===== src/rtl/sw_ctrl_pkg.sv =====
package sw_ctrl_pkg;
  localparam int unsigned SC_CHAN_DEFAULT = 16;

  // Output gating for one enable: clear wins, else strobe low shows live bit.
  function automatic logic sc_gate_bit(input logic clr, input logic le_n,
                                       input logic live, input logic held);
    if (clr) return 1'b0;
    return le_n ? held : live;
  endfunction
endpackage


===== src/rtl/sc_slice.sv =====
module sc_slice #(
  parameter int unsigned CHAN = 16
) (
  input  logic            clk,
  input  logic            rst_n,
  input  logic            din,
  input  logic            le_n,
  input  logic            clr,
  output logic [CHAN-1:0] live_q,
  output logic [CHAN-1:0] held_q,
  output logic            dout
);
  function automatic logic [CHAN-1:0] push_bit(input logic [CHAN-1:0] v,
                                               input logic b);
    return {v[CHAN-2:0], b};
  endfunction

  logic [CHAN-1:0] live_nxt;
  logic            capture_en;

  assign live_nxt   = push_bit(live_q, din);
  assign capture_en = !le_n && !clr;

  always_ff @(posedge clk or negedge rst_n) begin
    if (!rst_n) live_q <= '0;
    else        live_q <= live_nxt;
  end

  always_ff @(posedge clk or negedge rst_n) begin
    if (!rst_n)          held_q <= '0;
    else if (clr)        held_q <= '0;
    else if (capture_en) held_q <= live_nxt;
  end

  assign dout = live_q[CHAN-1];
endmodule


===== src/rtl/sc_gate.sv =====
module sc_gate #(
  parameter int unsigned W = 16
) (
  input  logic         le_n,
  input  logic         clr,
  input  logic [W-1:0] live,
  input  logic [W-1:0] held,
  output logic [W-1:0] en
);
  for (genvar i = 0; i < W; i++) begin : g_bit
    assign en[i] = sw_ctrl_pkg::sc_gate_bit(clr, le_n, live[i], held[i]);
  end
endmodule


===== src/rtl/sw_ctrl_chain.sv =====
module sw_ctrl_chain #(
  parameter int unsigned CHAN = sw_ctrl_pkg::SC_CHAN_DEFAULT,
  parameter int unsigned NDEV = 2
) (
  input  logic                 clk,
  input  logic                 rst_n,
  input  logic                 ser_in,
  input  logic                 le_n,
  input  logic                 clr,
  output logic [CHAN*NDEV-1:0] sw_en,
  output logic                 ser_out
);
  localparam int unsigned TOTAL = CHAN * NDEV;

  logic [NDEV:0]    link;
  logic [TOTAL-1:0] chain_q;
  logic [TOTAL-1:0] held_all;

  assign link[0] = ser_in;

  for (genvar k = 0; k < NDEV; k++) begin : g_dev
    sc_slice #(.CHAN(CHAN)) u_slice (
      .clk    (clk),
      .rst_n  (rst_n),
      .din    (link[k]),
      .le_n   (le_n),
      .clr    (clr),
      .live_q (chain_q[k*CHAN +: CHAN]),
      .held_q (held_all[k*CHAN +: CHAN]),
      .dout   (link[k+1])
    );
  end

  sc_gate #(.W(TOTAL)) u_gate (
    .le_n (le_n),
    .clr  (clr),
    .live (chain_q),
    .held (held_all),
    .en   (sw_en)
  );

  assign ser_out = link[NDEV];
endmodule


===== config.mk =====
export PLATFORM = sky130hd
export DESIGN_NAME = sw_ctrl_chain
export DESIGN_NICKNAME = d
export VERILOG_FILES = /design/src/rtl/sw_ctrl_pkg.sv /design/src/rtl/sc_slice.sv /design/src/rtl/sc_gate.sv /design/src/rtl/sw_ctrl_chain.sv
export SDC_FILE = /design/constraint.sdc
export NUM_CORES = 1
export LEC_CHECK = 0
export ABC_CLOCK_PERIOD_IN_PS = 1700
export BUFFER_PORTS_ARGS = -buffer_cell sky130_fd_sc_hd__buf_2
export CAP_MARGIN = 40
export CORE_ASPECT_RATIO = 0.7
export CORE_UTILIZATION = 40
export DETAILED_ROUTE_END_ITERATION = 10
export HOLD_SLACK_MARGIN = 0.06
export PLACE_DENSITY_LB_ADDON = 0.15
export SLEW_MARGIN = 20
export SYNTH_ARGS = -nofsm -noshare
export SYNTH_HDL_FRONTEND = slang
export SYNTH_SLANG_ARGS = --single-unit

===== constraint.sdc =====
create_clock -name clk -period 1.7 [get_ports clk]
set_input_delay 0.34 -clock clk [delete_from_list [all_inputs] [get_ports clk]]
set_output_delay 0.34 -clock clk [all_outputs]
set_load 0.02 [all_outputs]

# == Word-level counts from Yosys, hierarchy flattened ==
# Cells that the tools add are included.
# word_totals
regBits,64
inputBits,5
elab_cells,78
# op_classes
n_mux,70
reduce_logical,4
# ops
cell,count
$mux 1,66
$mux 16,4
$logic_not 1->1,2
$reduce_bool 2->1,1
$logic_and 1x1->1,1

# == Longest topological paths before layout ==
# Gate-level depths: netlist of run 1.
# logic_depth
ltp_word,4
depth_mapped,4
mapped_depth_nobuf,2

# == By module ==
# Synthesis of run 1 repeated with hierarchy kept, for this count alone.
# hier_totals
cells_unflattened,209
area_unflattened_um2,2660.1
# by_module_without_submodules
module,n_inst,cells_each,area_each_um2
sc_slice,2,69,1068.5
sc_gate,1,71,523.0

# == Worst setup path after synthesis of run 1 ==
# No wires, ideal clock.
# synth_path
path_kind,input to output
from,input le_n
to,output sw_en[23]
arrival_ns,1.070
required_time_ns,1.360
slack_ns,0.290
cell_stages,4
path_buffers,2
cell_sequence,buf_6 -> buf_6 -> nand2b_4 -> a21oi_1
# synth_via
elab_chain_len,2
# synth_lines
item,line,text
start: declaration,sw_ctrl_chain.sv:8,"input logic le_n,"
$mux 1 (2 in series),sw_ctrl_pkg.sv:8,return le_n ? held : live;
end: declaration,sw_ctrl_chain.sv:10,"output logic [CHAN*NDEV-1:0] sw_en,"
# Every way passes these cells.

# == Worst setup path in the final report of run 1 ==
# layout_path
from,input le_n
to,output sw_en[28]
# Same word-level chain as after synthesis.

==> key figures, run 1 <==
Status
  • Status: finished clean

Synth
  • Async S/R FF share, synth: 1.00
  • Top cells by area, synth: dfrtp_1, a21oi_2, nand2b_4
  • Ys Warns: 0
  • Commonest cells post-synth: dfrtp_1, a21oi_2, a21oi_1
  • Mean Syn Cell Area: 12.9 sq um
  • Post-Syn Area: 0.00268 sq mm
  • Leading area contributor after synthesis: dfrtp_1
  • Cell count after synthesis: 207
  • Seq cells post-synth: 64
  • Most common cell in the netlist: dfrtp_1
  • Syn_nets: 212
  • Synth top area share: 0.598
  • Synth cell types: 10
  • Post-synth EDFFs: 0
  • Ys flop type: dfrtp_1
  • Sequential area share after synthesis: 0.598

Cells and area
  • Antenna Cells: 0
  • Filler cells: 584
  • Register area: 0.00160 sq mm
  • Final Non-Filler Cells: 346
  • Ratio of cells with drive above 1 in the final layout: 0.502
  • Finished Cell Area: 0.00319 sq mm
  • Core Util, Final: 0.503
  • Layout Nets: 255
  • Area growth syn-to-layout: 19.1%
  • Multi-input logic area: 968 sq um

STA
  • Hold Vio Cnt, Final: 0
  • Final setup viols: 0
  • Setup TNS: 0 ps
  • Final hold slack: 130 ps
  • Final worst slack: 184 ps
  • FMAX: 0.660 GHz
  • Slew at the pin with the worst max-slew slack: 331 ps
  • Fin crit period: 1520 ps
  • Final Max Tran Viols: 0
  • Setup Skew: 6.47 ps
  • Relative slew margins: 0.780
  • Tcrit/Tclk final: 0.892
  • RSZ-0062 raised after global routing: no

Setup path
  • CP max FO: 27
  • Critical R2R Capture: g_dev[1].u_slice.held_q[12]
  • Setup crit start kind: primary input
  • Critical Path Start: le_n
  • R2R cell count: 2
  • CP required: 1360 ps
  • Worst r2r src: g_dev[1].u_slice.live_q[11]
  • Worst Path Arrival: 1180 ps
  • Crit path to: sw_en[28]
  • CP Class: primary input to primary output
  • R2r setup slk: 990 ps
  • CP endpoint kind: primary output

Floorplan
  • Die ar.: 0.00703 sq mm
  • # rows: 24
  • Top-Level Pins: 38
  • Die Height: 70.4 microns
  • Core ar.: 0.00634 sq mm
  • Chip width: 99.8 microns
  • Initial Utilization: 0.422

Global route
  • Grt ovf: 0
  • All-layer global routing usage: 0.147
  • Initial antenna violation count: 0
  • Global-route wire length before repair: 7670 microns
  • Largest net degree at the start of global routing: 65
  • Number of global-route vias before repair: 1629

Drt
  • Routed WL per cell: 12.6 microns
  • First-pass iteration count of the detailed router: 4
  • Drt total wl: 4370 microns
  • Via density: 4.56
  • Iteration-0 DRC count of the detailed router: 74
  • Post-route ant nets: 0
  • Vias: 1577
  • DRC: 0

Place
  • # port buffers: 37
  • DPL Wire Length: 2740 microns
  • Placement Cell Area: 0.00298 sq mm
  • DP Worst Slack: 188 ps
  • Dpl cells: 329
  • Gpl congestion: 0.744

Power
  • Pwr dens: 1040 mW/mm^2
  • Max VDD drop: 469 uV
  • Total power: 3.31 mW
  • Lkg Pwr: 1.47 nW

Clocking
  • CTS tree: built
  • H-Tree Depth: 3
  • Clk pin slew, worst setup/hold paths: 60 ps
  • # hold bufs at CTS: 1
  • Post-CTS setup buffers: 0
  • CTS root buffer: clkbuf_8
  • Sink Count: 64
  • Clock buffer depth: 2
  • Post-cts resize count: 0
  • Worst skew pair latency: 330 ps
  • Num CTS Buffers: 9

Hold path
  • Hold Path Class: primary input to register
  • WHS Path Cells: 1

Run
  • Max cap viols: 0
-- how the worst min path moves through the flow --
stage / from / end / slack (ps)
2_1_floorplan: rst_n / g_dev[0].u_slice.held_q[0] / 40
3_3_place_gp: g_dev[1].u_slice.live_q[12] / g_dev[1].u_slice.live_q[13] / 360
3_5_place_dp: g_dev[1].u_slice.live_q[10] / g_dev[1].u_slice.live_q[11] / 360
4_1_cts: ser_in / g_dev[0].u_slice.live_q[0] / 110
5_1_grt: ser_in / g_dev[0].u_slice.live_q[0] / 110
6_report: ser_in / g_dev[0].u_slice.live_q[0] / 130
-- registers in the layout, indices dropped and copies added (netlist names) --
register and flops:
g_dev.u_slice.held_q 32, g_dev.u_slice.live_q 32
-- critical path, stage by stage --
cell	delay (ps)
buf_2	130
buf_12	160
nand2b_1	170
a21oi_1	170
buf_2	190
-- report_power, final --
group          switching (mW)  total, mW  leakage, nW  internal [mW]
registers              0.0453       1.65        0.799           1.60
clock network           0.541       1.29        0.103          0.754
logic                   0.221      0.370        0.566          0.148
-- per-layer routing --
metal	up-vias	wire [microns]	track usage
met3	4	181	0.0651
met5	-	0	0
met4	0	46	0.0539
met1	780	2190	0.191
li1	770	-	-
met2	23	1960	0.215
-- cell families (layout without fill, tap and decap cells) --
| logic type | after synthesis | after routing | synth area share |
|---|---|---|---|
| DFF | 64 | 64 | 0.598 |
| AOI/OAI and AO/OA | 64 | 64 | 0.174 |
| and+or+nand+nor | 65 | 65 | 0.187 |
| buffers and inverters | 14 | 62 | 0.0397 |
-- area by class of cell --
type,count,area share
Sequential cell,64,0.502
Multi-Input combinational cell,129,0.304
Timing Repair Buffer,46,0.0958
Clock buffer,13,0.0498
Tap cell,91,0.0357
Clock inverter,3,0.0126
-- layout by cell type, fill, tap and decap left out --
cell type,instances
a21oi_1,25
a21oi_2,39
buf_12,4
buf_2,37
buf_4,4
bufinv_16,1
clkbuf_1,2
clkbuf_8,11
clkinv_2,2
dfrtp_1,64
dlygate4sd3_1,1
nand2_1,22
nand2_2,10
nand2b_1,13
nand2b_4,20
(Power assumes the default switching activity.)
==> run 2: changes to the inputs <==
--- a/config.mk
+++ b/config.mk
@@ -5,14 +5,13 @@
 export SDC_FILE = /design/constraint.sdc
 export NUM_CORES = 1
 export LEC_CHECK = 0
-export ABC_CLOCK_PERIOD_IN_PS = 1700
+export ABC_CLOCK_PERIOD_IN_PS = 1900
 export BUFFER_PORTS_ARGS = -buffer_cell sky130_fd_sc_hd__buf_2
 export CAP_MARGIN = 40
 export CORE_ASPECT_RATIO = 0.7
 export CORE_UTILIZATION = 40
 export DETAILED_ROUTE_END_ITERATION = 10
 export HOLD_SLACK_MARGIN = 0.06
-export PLACE_DENSITY_LB_ADDON = 0.15
 export SLEW_MARGIN = 20
 export SYNTH_ARGS = -nofsm -noshare
 export SYNTH_HDL_FRONTEND = slang
==> constraint.sdc (replaced) <==
create_clock -name clk -period 1.9 [get_ports clk]
set_input_delay 0.38 -clock clk [delete_from_list [all_inputs] [get_ports clk]]
set_output_delay 0.38 -clock clk [all_outputs]
set_load 0.02 [all_outputs]
==> key figures, run 2 (synthesized netlist as in run 1, its figures left out) <==
Status
  • Status: finished clean

Global route
  • Grt ovf: 0
  • Number of global-route vias before repair: 1514
  • Largest net degree at the start of global routing: 39
  • Global-route wire length before repair: 7680 microns
  • Initial antenna violation count: 0
  • All-layer global routing usage: 0.148

Cells and area
  • Layout Nets: 257
  • Commonest non-fill, non-tap cell in the layout: dfrtp_1
  • Register area: 0.00160 sq mm
  • Core Util, Final: 0.505
  • Multi-input logic area: 968 sq um
  • Final Non-Filler Cells: 348
  • Area growth syn-to-layout: 19.6%
  • Highest-count cells in the layout ignoring fill and taps: dfrtp_1, a21oi_2, buf_2
  • Filler cells: 578
  • Top Registers: g_dev.u_slice.held_q: 32 flops, g_dev.u_slice.live_q: 32 flops
  • Antenna Cells: 0
  • Ratio of cells with drive above 1 in the final layout: 0.506

Clocking
  • Num CTS Buffers: 9
  • CTS tree: built
  • Clk pin slew, worst setup/hold paths: 70 ps
  • Clock buffer depth: 2
  • CTS root buffer: clkbuf_8
  • Worst skew pair latency: 330 ps
  • Sink Count: 64
  • H-Tree Depth: 3
  • Post-CTS setup buffers: 0

STA
  • Hold Vio Cnt, Final: 0
  • Setup TNS: 0 ps
  • Relative slew margins: 0.671
  • Slew at the pin with the worst max-slew slack: 494 ps
  • Final worst slack: 300 ps
  • Final setup viols: 0
  • Final Max Tran Viols: 0
  • Tcrit/Tclk final: 0.842
  • Setup Skew: 4.99 ps
  • FMAX: 0.625 GHz
  • Fin crit period: 1600 ps
  • RSZ-0062 raised after global routing: no

Place
  • DPL Wire Length: 3080 microns
  • Dpl cells: 331
  • Gpl congestion: 0.724
  • # port buffers: 37
  • DP Worst Slack: 288 ps

Setup path
  • CP Class: primary input to primary output
  • R2R cell count: 2
  • CP endpoint kind: primary output
  • Worst Path Arrival: 1220 ps
  • CP max FO: 18
  • Setup crit start kind: primary input
  • Worst r2r src: g_dev[1].u_slice.live_q[0]
  • Critical R2R Capture: g_dev[1].u_slice.held_q[1]
  • CP required: 1520 ps
  • R2r setup slk: 1210 ps

Power
  • Combinational Power Share: 0.118
  • Clk pwr share: 0.370
  • Flop pwr share: 0.512
  • Internal power: 2.15 mW
  • Pwr dens: 899 mW/mm^2
  • Lkg Pwr: 1.47 nW
  • Max VDD drop: 401 uV
  • Switch Pwr: 728 uW
  • Sw Share: 0.253
  • Total power: 2.88 mW

Drt
  • Via density: 4.61
  • Vias: 1605
  • DRC: 0
  • Drt total wl: 4560 microns
  • Post-route ant nets: 0
  • Iteration-0 DRC count of the detailed router: 74
  • First-pass iteration count of the detailed router: 4
  • Routed WL per cell: 13.1 microns

Floorplan
  • Top-Level Pins: 38
  • Core ar.: 0.00634 sq mm
  • # rows: 24
  • Die ar.: 0.00703 sq mm
  • Die Height: 70.4 microns
  • Initial Utilization: 0.422
  • Chip width: 99.8 microns

Hold path
  • Hold path endpoint: g_dev[0].u_slice.live_q[0]
  • Worst Min Path Start: ser_in
  • Hold Path Class: primary input to register
  • WHS Path Cells: 1

Run
  • Max cap viols: 0
[run 2: changes by cell type in the layout (fill, tap and decap cells not counted)]
| cell | previous run | this run |
|---|---|---|
| clkinvlp_4 | 0 | 1 |
| clkinv_2 | 2 | 1 |
| buf_12 | 4 | 5 |
| clkbuf_8 | 11 | 12 |
| buf_4 | 4 | 5 |
| bufinv_16 | 1 | 0 |
[run 2: repair_timing]
item / CTS / global route
hold buffers: 1 / 0
gates resized for setup: 0 / 0
endpoints found under the hold margin: 16 / 0
[run 2: power groups by stage]
stage	clock [mW]	sequential (mW)	combinational (mW)
global placement	0	1.50	0.342
CTS	1.10	1.47	0.346
global route	1.16	1.48	0.373
finish	1.07	1.47	0.339
floorplan	0	1.49	0.235
detailed placement	0	1.50	0.344
[run 2: worst max path at each step]
stage	startpoint	end	slack [ps]	cells past startpoint
after floorplan	le_n	sw_en[23]	410	4
after global placement	le_n	sw_en[28]	280	5
after detailed placement	clr	sw_en[11]	290	4
after CTS	clr	sw_en[11]	290	4
after global routing	le_n	sw_en[23]	210	5
final	clr	sw_en[11]	300	4
[run 2: worst max-delay path, stage by stage]
cell and delay (ps):
buf_2 360, buf_4 280, a21oi_2 40, buf_2 150
[run 2: cell type report]
cell class	instances	area share
clock inverter	2	0.00391
tap	91	0.0356
timing repair buffer	48	0.104
clock buffer	14	0.0539
multi-input combinational	129	0.302
sequential	64	0.500
[run 2: routing by layer]
| layer | track usage | part of all wire | vias to the layer above |
|---|---|---|---|
| met5 | 0 | 0 | - |
| met4 | 0.0588 | 0.011 | 0 |
| met3 | 0.0631 | 0.049 | 5 |
| met2 | 0.189 | 0.42 | 33 |
| met1 | 0.217 | 0.52 | 788 |
| li1 | - | - | 779 |
[run 2: per-stage QoR]
stage,hold slack [ps],area [sq um]
final,196,3200
after global routing,170,3200
after CTS,172,3200
after detailed placement,360,3010
after global placement,360,3010
after floorplan,84.4,2680
==> run 3: changes to the inputs <==
--- a/config.mk
+++ b/config.mk
@@ -5,7 +5,7 @@
 export SDC_FILE = /design/constraint.sdc
 export NUM_CORES = 1
 export LEC_CHECK = 0
-export ABC_CLOCK_PERIOD_IN_PS = 1900
+export ABC_CLOCK_PERIOD_IN_PS = 1420
 export BUFFER_PORTS_ARGS = -buffer_cell sky130_fd_sc_hd__buf_2
 export CAP_MARGIN = 40
 export CORE_ASPECT_RATIO = 0.7
==> constraint.sdc (replaced) <==
create_clock -name clk -period 1.42 [get_ports clk]
set_input_delay 0.284 -clock clk [delete_from_list [all_inputs] [get_ports clk]]
set_output_delay 0.284 -clock clk [all_outputs]
set_load 0.02 [all_outputs]
==> key figures, run 3 (synthesized netlist as in run 1, its figures left out) <==
Status
  • Status: finished clean

Cells and area
  • Filler cells: 561
  • Area growth syn-to-layout: 28.5%
  • Register area: 0.00160 sq mm
  • Highest-count cells in the layout ignoring fill and taps: dfrtp_1, a21oi_2, buf_4
  • Top Registers: g_dev.u_slice.held_q: 32 flops, g_dev.u_slice.live_q: 32 flops
  • Finished Cell Area: 0.00344 sq mm
  • Multi-input logic area: 0.00102 sq mm
  • Layout Nets: 264
  • Ratio of cells with drive above 1 in the final layout: 0.561
  • Commonest non-fill, non-tap cell in the layout: dfrtp_1
  • Antenna Cells: 0

Setup path
  • Worst Path Arrival: 1090 ps
  • Worst path buffer plus inverter count: 1
  • Instance count on the critical path: 3
  • CP Class: register to primary output
  • CP max FO: 2
  • Top delay family on crit path: flip-flops
  • Worst r2r src: g_dev[0].u_slice.live_q[14]
  • R2R cell count: 3
  • Setup crit start kind: register
  • CP required: 1140 ps
  • Slowest-stage cell, CP: dfrtp_1
  • Worst path cell trace: nand2b_4 -> a21oi_2 -> buf_4
  • CP endpoint kind: primary output
  • Slowest stage delay, CP: 410 ps
  • Critical Path Start: g_dev[1].u_slice.live_q[0]

Clocking
  • CTS tree: built
  • Worst skew pair latency: 340 ps
  • CTS root buffer: clkbuf_8
  • Clk pin slew, worst setup/hold paths: 70 ps
  • H-Tree Depth: 3
  • Sink Count: 64
  • Clock buffer depth: 2
  • Num CTS Buffers: 9

Place
  • DPL Wire Length: 2990 microns
  • Gpl congestion: 0.705
  • # port buffers: 37
  • DP Worst Slack: 37.6 ps
  • Placement Cell Area: 0.00300 sq mm

STA
  • Slew at the pin with the worst max-slew slack: 334 ps
  • Fin crit period: 1370 ps
  • Setup Skew: 8.41 ps
  • Final setup viols: 0
  • Relative slew margins: 0.777
  • Tcrit/Tclk final: 0.967
  • Hold Vio Cnt, Final: 0
  • FMAX: 0.728 GHz
  • RSZ-0062 raised after global routing: yes
  • Final worst slack: 46.3 ps
  • Final Max Tran Viols: 0

Drt
  • Post-route ant nets: 0
  • Vias: 1575
  • Via density: 4.44
  • DRC: 0
  • Routed WL per cell: 13.3 microns
  • Iteration-0 DRC count of the detailed router: 73
  • Drt total wl: 4720 microns
  • First-pass iteration count of the detailed router: 4

Global route
  • Global-route wire length before repair: 7770 microns
  • All-layer global routing usage: 0.151
  • Number of global-route vias before repair: 1543
  • Largest net degree at the start of global routing: 65
  • Grt ovf: 0
  • Initial antenna violation count: 0

Power
  • Internal power: 3.18 mW
  • Combinational Power Share: 0.123
  • Flop pwr share: 0.469
  • Pwr dens: 1220 mW/mm^2
  • Clk pwr share: 0.409
  • Switch Pwr: 1.03 mW
  • Sw Share: 0.244
  • Lkg Pwr: 1.53 nW
  • Max VDD drop: 521 uV

Floorplan
  • Die Height: 70.4 microns
  • Core ar.: 0.00634 sq mm
  • Initial Utilization: 0.422
  • Chip width: 99.8 microns
  • Top-Level Pins: 38
  • Die ar.: 0.00703 sq mm
  • # rows: 24

Run
  • Max cap viols: 0

Hold path
  • Hold Path Class: register to register
  • WHS Path Cells: 0
  • Worst Min Path Start: g_dev[0].u_slice.live_q[3]
==> run 3: changes by cell type in the layout (fill, tap and decap cells not counted), sizes merged <==
cell and change:
buf +6, clkbuf -3, bufinv +2, clkinvlp +1
dlygate4sd3 +1
==> run 3: what timing repair did <==
item | in CTS | in global routing
buffers inserted | 1 | 7
endpoints found under the hold margin | 65 | 0
hold buffers | 2 | 0
endpoints found under the setup margin | 4 | 28
gates resized for setup | 3 | 40
pin swaps | 0 | 2
==> run 3: final timing paths <==
path,slack (ps),end
setup / recovery,50,sw_en[16]
hold / removal,380,g_dev[0].u_slice.live_q[4]
setup reg to reg,620,g_dev[0].u_slice.held_q[15]
hold reg to reg,380,g_dev[0].u_slice.live_q[4]
max in group asynchronous,660,g_dev[0].u_slice.live_q[6]
min in group asynchronous,490,g_dev[1].u_slice.held_q[10]
==> run 3: metal layers <==
| metal | part of all wire | routed length, microns | vias to the layer above | global-route usage |
|---|---|---|---|---|
| li1 | - | - | 788 | - |
| met1 | 0.51 | 2430 | 754 | 0.216 |
| met2 | 0.43 | 2030 | 27 | 0.193 |
| met3 | 0.042 | 198 | 6 | 0.0701 |
| met4 | 0.013 | 63 | 0 | 0.0588 |
| met5 | 0 | 0 | - | 0 |
==> run 3: area by class of cell <==
cell class | count | share of cell area
sequential | 64 | 0.466
timing repair buffer | 55 | 0.140
clock buffer | 11 | 0.0411
tap | 91 | 0.0331
clock inverter | 5 | 0.0233
multi-input combinational | 129 | 0.297
==> run 3: worst register-to-register path: stages, from the launching register on <==
cell      delay [ps]
dfrtp_1          400
nand2b_4          80
buf_4            130
a21oi_2          110
==> run 3: power by group through the flow <==
| stage | clock network, mW | logic [mW] | registers, mW |
|---|---|---|---|
| after CTS | 1.78 | 0.469 | 1.97 |
| after detailed placement | 0 | 0.457 | 2.01 |
| after floorplan | 0 | 0.314 | 2.00 |
| after global placement | 0 | 0.456 | 2.00 |
| final | 1.72 | 0.516 | 1.97 |
| after global routing | 1.86 | 0.561 | 1.98 |
==> run 3: metrics by stage <==
stage	hold WS, ps	util	power (mW)	cells	setup TNS [ps]
3_5_place_dp	321	0.474	2.46	329	0
4_1_cts	367	0.515	4.22	348	-10.3
5_1_grt	391	0.543	4.40	355	-273
2_1_floorplan	-11.6	-	2.31	207	0
3_3_place_gp	324	0.474	2.46	329	0
6_report	375	0.543	4.21	355	0
